$ cat src/rtl/wt_vi_snoop.sv
module wt_vi_snoop #(
  parameter int ADDR_W      = 8,
  parameter int DATA_W      = 16,
  parameter int IDX_W       = 2,
  parameter int WRITE_ALLOC = 1
) (
  input  logic              clk,
  input  logic              rst_n,
  input  logic              cpu_req,
  input  logic              cpu_we,
  input  logic [ADDR_W-1:0] cpu_addr,
  input  logic [DATA_W-1:0] cpu_wdata,
  output logic [DATA_W-1:0] cpu_rdata,
  output logic              cpu_done,
  output logic              bus_req,
  input  logic              bus_gnt,
  output logic              bus_out_valid,
  output logic              bus_out_write,
  output logic [ADDR_W-1:0] bus_out_addr,
  output logic [DATA_W-1:0] bus_out_data,
  input  logic              bus_ack,
  input  logic [DATA_W-1:0] bus_rdata,
  input  logic              snp_valid,
  input  logic              snp_write,
  input  logic [ADDR_W-1:0] snp_addr
);
  localparam int LINES = 1 << IDX_W;
  localparam int TAG_W = ADDR_W - IDX_W;

  typedef enum logic [1:0] {S_IDLE, S_REQ, S_DRIVE, S_WAIT} st_t;

  st_t               st;
  logic              p_we;
  logic [ADDR_W-1:0] p_addr;
  logic [DATA_W-1:0] p_wdata;
  logic [LINES-1:0]  valid;
  logic [TAG_W-1:0]  tag_q  [LINES];
  logic [DATA_W-1:0] data_q [LINES];

  wire [IDX_W-1:0] c_idx = cpu_addr[IDX_W-1:0];
  wire [TAG_W-1:0] c_tag = cpu_addr[ADDR_W-1:IDX_W];
  wire [IDX_W-1:0] p_idx = p_addr[IDX_W-1:0];
  wire [TAG_W-1:0] p_tag = p_addr[ADDR_W-1:IDX_W];
  wire [IDX_W-1:0] s_idx = snp_addr[IDX_W-1:0];
  wire [TAG_W-1:0] s_tag = snp_addr[ADDR_W-1:IDX_W];

  wire rd_hit = valid[c_idx] && (tag_q[c_idx] == c_tag);
  wire p_hit  = valid[p_idx] && (tag_q[p_idx] == p_tag);
  wire upd    = (st == S_WAIT) && bus_ack;
  wire inst   = upd && (!p_we || p_hit || (WRITE_ALLOC != 0));
  wire s_kill = snp_valid && snp_write &&
                ((valid[s_idx] && (tag_q[s_idx] == s_tag)) ||
                 (inst && (p_idx == s_idx) && (p_tag == s_tag)));

  assign bus_req       = (st == S_REQ);
  assign bus_out_valid = (st == S_DRIVE);
  assign bus_out_write = p_we;
  assign bus_out_addr  = p_addr;
  assign bus_out_data  = p_wdata;

  always_ff @(posedge clk) begin
    if (!rst_n) begin
      st        <= S_IDLE;
      p_we      <= 1'b0;
      p_addr    <= '0;
      p_wdata   <= '0;
      valid     <= '0;
      cpu_done  <= 1'b0;
      cpu_rdata <= '0;
      for (int i = 0; i < LINES; i++) begin
        tag_q[i]  <= '0;
        data_q[i] <= '0;
      end
    end else begin
      cpu_done <= 1'b0;
      case (st)
        S_IDLE: if (cpu_req) begin
          p_we    <= cpu_we;
          p_addr  <= cpu_addr;
          p_wdata <= cpu_wdata;
          if (!cpu_we && rd_hit) begin
            cpu_done  <= 1'b1;
            cpu_rdata <= data_q[c_idx];
          end else begin
            st <= S_REQ;
          end
        end
        S_REQ:   if (bus_gnt) st <= S_DRIVE;
        S_DRIVE: st <= S_WAIT;
        S_WAIT: if (bus_ack) begin
          st        <= S_IDLE;
          cpu_done  <= 1'b1;
          cpu_rdata <= p_we ? p_wdata : bus_rdata;
        end
        default: st <= S_IDLE;
      endcase
      if (inst) begin
        valid[p_idx]  <= 1'b1;
        tag_q[p_idx]  <= p_tag;
        data_q[p_idx] <= p_we ? p_wdata : bus_rdata;
      end
      if (s_kill) valid[s_idx] <= 1'b0;
    end
  end
endmodule

$ cat config.mk
export PLATFORM = sky130hd
export DESIGN_NAME = wt_vi_snoop
export DESIGN_NICKNAME = d
export VERILOG_FILES = /design/src/rtl/wt_vi_snoop.sv
export SDC_FILE = /design/constraint.sdc
export NUM_CORES = 1
export LEC_CHECK = 0
export BUFFER_PORTS_ARGS = -buffer_cell sky130_fd_sc_hd__buf_2
export CORE_MARGIN = 2
export CORE_UTILIZATION = 25
export CTS_BUF_LIST = sky130_fd_sc_hd__clkbuf_4
export DETAILED_ROUTE_END_ITERATION = 8
export SLEW_MARGIN = 5
export SYNTH_ARGS = -nofsm -noshare
export SYNTH_HDL_FRONTEND = slang
export SYNTH_SLANG_ARGS = --single-unit
$ cat constraint.sdc
create_clock -name clk -period 5.4 [get_ports clk]
set_input_delay 0.27 -clock clk [delete_from_list [all_inputs] [get_ports clk]]
set_output_delay 0.27 -clock clk [all_outputs]
set_load 0.02 [all_outputs]
==> run_results.csv <==
group,metric,value,unit
worst_setup_path,path_common_cell,"nand2_1",
global_route,met3_usage,0.0302,
clocking,cts_tree,"yes",
synthesis,yosysWarnings,0,
place,placed_cell_area,0.00729,mm^2
drt,drt_iter0_drc,247,
run_status,status,"finished, final reports clean",
layout,fill_cells,2679,
drt,wl_per_cell,16.5,um
global_route,gr-total-overflow,0,
layout,seqCellArea,0.00360,mm^2
synthesis,synth-async-reset-ratio,0,
power_and_ir_drop,p_total,2.53,mW
global_route,grt_max_degree,54,
clocking,htree_levels,4,
clocking,clk_pin_slew,130,ps
worst_setup_path,r2r_end,"data_q[2][2]",
synthesis,synth-main-ff-cell,"edfxtp_1",
timing,fin_setup_tns,0,ps
synthesis,ys_seq_area_frac,0.554,
synthesis,avgSynthCellArea,11.4,um^2
clocking,insertion_delay,580,ps
clocking,cts_buffers,17,
layout,drive_gt1_frac,0.240,
place,portBuffers,99,
min_path,min_to,"bus_out_data[4]",
timing,worst_slew_pin_slew,1090,ps
place,dp_slack,2260,ps
min_path,hold_depth,3,
place,hpwl,11.8,mm
drt,ant_nets,0,
worst_setup_path,path_cells,"nor2b_1 -> nand2_1 -> nand2_1",
clocking,clock-sinks,136,
floorplan,fp.dieH,165,um
drt,drc_errors,0,
worst_setup_path,start_kind,"flip-flop",
timing,fmax,393,MHz
power_and_ir_drop,power.density,323,mW/mm^2
drt,route.vias.total,4480,
layout,design_area,0.00784,mm^2
synthesis,syn-num-nets,630,
synthesis,ys_seq_elements,136,
floorplan,die_area,0.0273,mm^2
global_route,grt_usage,0.128,
worst_setup_path,critical-path-top-delay-family,"simple AND/OR/NAND/NOR gates",
worst_setup_path,cp.required,5590,ps
timing,relSlewSlack,0.270,
timing,hold_ws,36.5,ps
min_path,hp-class,"input port to flip-flop",
global_route,use_met1,0.161,
timing,final_max_slew_viol_count,0,
worst_setup_path,critPathSlowestCell,"nand2_1",
worst_setup_path,path_buf_inv,0,
timing,skew,25.4,ps
worst_setup_path,r2r-start,"bus_out_addr[1]",
layout,layout.cells.non_filler,1028,
clocking,cts_resized,0,
synthesis,synth-edff-count,88,
global_route,use_met2,0.212,
timing,setup_viol,0,
synthesis,syn-cell-area,0.00651,mm^2
timing,worst_slack,2860,ps
layout,multi_input_area,0.00269,mm^2
floorplan,placementRows,59,
floorplan,core_area,0.0258,mm^2
clocking,cts-root-buf,"clkbuf_4",
worst_setup_path,reg2reg_slack,2860,ps
drt,routed_wirelength,17.0,mm
worst_setup_path,slowest_delay,840,ps
layout,syn_to_final_growth,20.4,%
worst_setup_path,critPathKind,"flip-flop to flip-flop",
layout,fin_nets,740,
drt,drt-pass1-iter-count,5,
timing,period_share,0.471,
worst_setup_path,critPathMaxFanout,22,
synthesis,synth_cell_types,40,
timing,rsz0062_at_grt,"no",
power_and_ir_drop,peakVddDrop,114,uV
worst_setup_path,worstPathArrival,2740,ps
global_route,grt_pass1_vias,4434,
worst_setup_path,cp.depth,3,
clocking,ctsLongestPathBuffers,2,
global_route,grt_antenna_before_repair,1,
floorplan,die_w,165,um
timing,period_minus_slack,2540,ps
worst_setup_path,worstRegToRegCells,3,
power_and_ir_drop,leakagePower,3.18,nW
timing,hold_viol,0,
drt,viasPerCell,4.36,
min_path,min_from,"cpu_wdata[4]",
synthesis,syn_inst,569,
floorplan,io_pins,100,
run,cap_violations,0,
worst_setup_path,endpoint_kind,"flip-flop",
place,dp_cells,973,
place,gp_congestion,0.806,
global_route,gr-max-usage-layer,"met2",
global_route,grt_pass1_wl,25.6,mm
layout,utilization,0.303,
floorplan,start_util,0.252,
## synthesized netlist by cell type (all sizes together) (2+ instances only)
master  count  area [um^2]
buf        11         85.1
nand2      88          330
xor2        9         78.8
edfxtp     88         2640
nor3        6         30.0
a21oi       4         20.0
mux2        3         33.8
clkbuf     26         97.6
dfxtp      48          961
a21boi     25          188
nor2       78          293
ha          5         62.6
nand4       2         12.5
nand2b      5         31.3
mux4       25          563
nand3       3         15.0
and2       29          181
and3       14         87.6
nor3b       3         22.5
nor2b       3         18.8
o21ai      22          110
mux2i      43          430
inv         8         30.0
xnor2      11         96.3
## worst max path at each step
stage | slack, ps | from | to
floorplan | 3300 | snp_addr[0] | valid[0]
global placement | 2320 | cpu_addr[0] | cpu_rdata[13]
detailed placement | 2260 | cpu_addr[0] | cpu_rdata[5]
CTS | 2880 | cpu_addr[0] | cpu_rdata[1]
global route | 2720 | cpu_addr[0] | cpu_rdata[12]
finish | 2860 | bus_out_addr[1] | data_q[2][2]
## where the power goes
group          leakage (nW)  internal (mW)  switching (mW)
sequential             1.30           1.18          0.0647
combinational          1.70          0.198           0.335
clock                 0.175          0.303           0.452
## final cells by class
class,instances,area share
inverter,8,0.00383
timing repair buffer,128,0.0981
tap,335,0.0535
multi-input combinational,388,0.343
clock inverter,15,0.0248
clock buffer,17,0.0163
antenna,1,0.000319
sequential,136,0.460
## placed cells by master, fill, tap and decap left out, types with 3 or more instances in the layout
| master | instances |
|---|---|
| a21oi_1 | 4 |
| a21boi_0 | 25 |
| mux2i_1 | 43 |
| and3_1 | 14 |
| o21ai_0 | 21 |
| nor2_1 | 78 |
| ha_1 | 5 |
| dlygate4sd3_1 | 22 |
| xor2_1 | 9 |
| inv_6 | 6 |
| buf_4 | 7 |
| nor2b_1 | 3 |
| and2_1 | 29 |
| edfxtp_1 | 88 |
| nand2b_1 | 5 |
| nor3_1 | 6 |
| xnor2_1 | 11 |
| dfxtp_1 | 48 |
| nand3_1 | 3 |
| clkbuf_4 | 17 |
| buf_2 | 99 |
| inv_8 | 5 |
| nand2_1 | 88 |
| mux4_2 | 25 |
| inv_1 | 8 |
| nor3b_1 | 3 |
## metal layers
layer  up-vias  part of all wire
li1       2221                 -
met1      2140              0.45
met2       101              0.48
met3        18             0.051
met4         0             0.018
met5         -                 0
## tightest hold or removal path, stage by stage
cell and delay, ps:
buf_2 100, nand2_1 110, a21boi_0 90
## logic make-up (layout without fill, tap and decap cells)
| family | count (synthesis) | in the layout | synth area share |
|---|---|---|---|
| buffers and inverters | 45 | 168 | 0.0327 |
| xor gates and xnor gates | 20 | 20 | 0.0269 |
| DFF | 136 | 136 | 0.554 |
| muxes | 71 | 71 | 0.158 |
| other | 0 | 1 | 0 |
| and+or+nand+nor | 233 | 233 | 0.159 |
| adders and majority gates | 5 | 5 | 0.00962 |
| AOI/OAI and AO/OA | 59 | 59 | 0.0598 |
## flip-flops by register name, summed over array words and instances, names as in the netlist
register,flops
data_q,64
bus_out_write,1
bus_out_data,16
cpu_done,1
valid,4
cpu_rdata,16
tag_q,24
st,2
bus_out_addr,8
## timing repair
action,in CTS,in global routing
buffers inserted,0,0
hold buffers,22,0
hold endpoints to repair,22,0
Power figures use the tool's default switching activity.
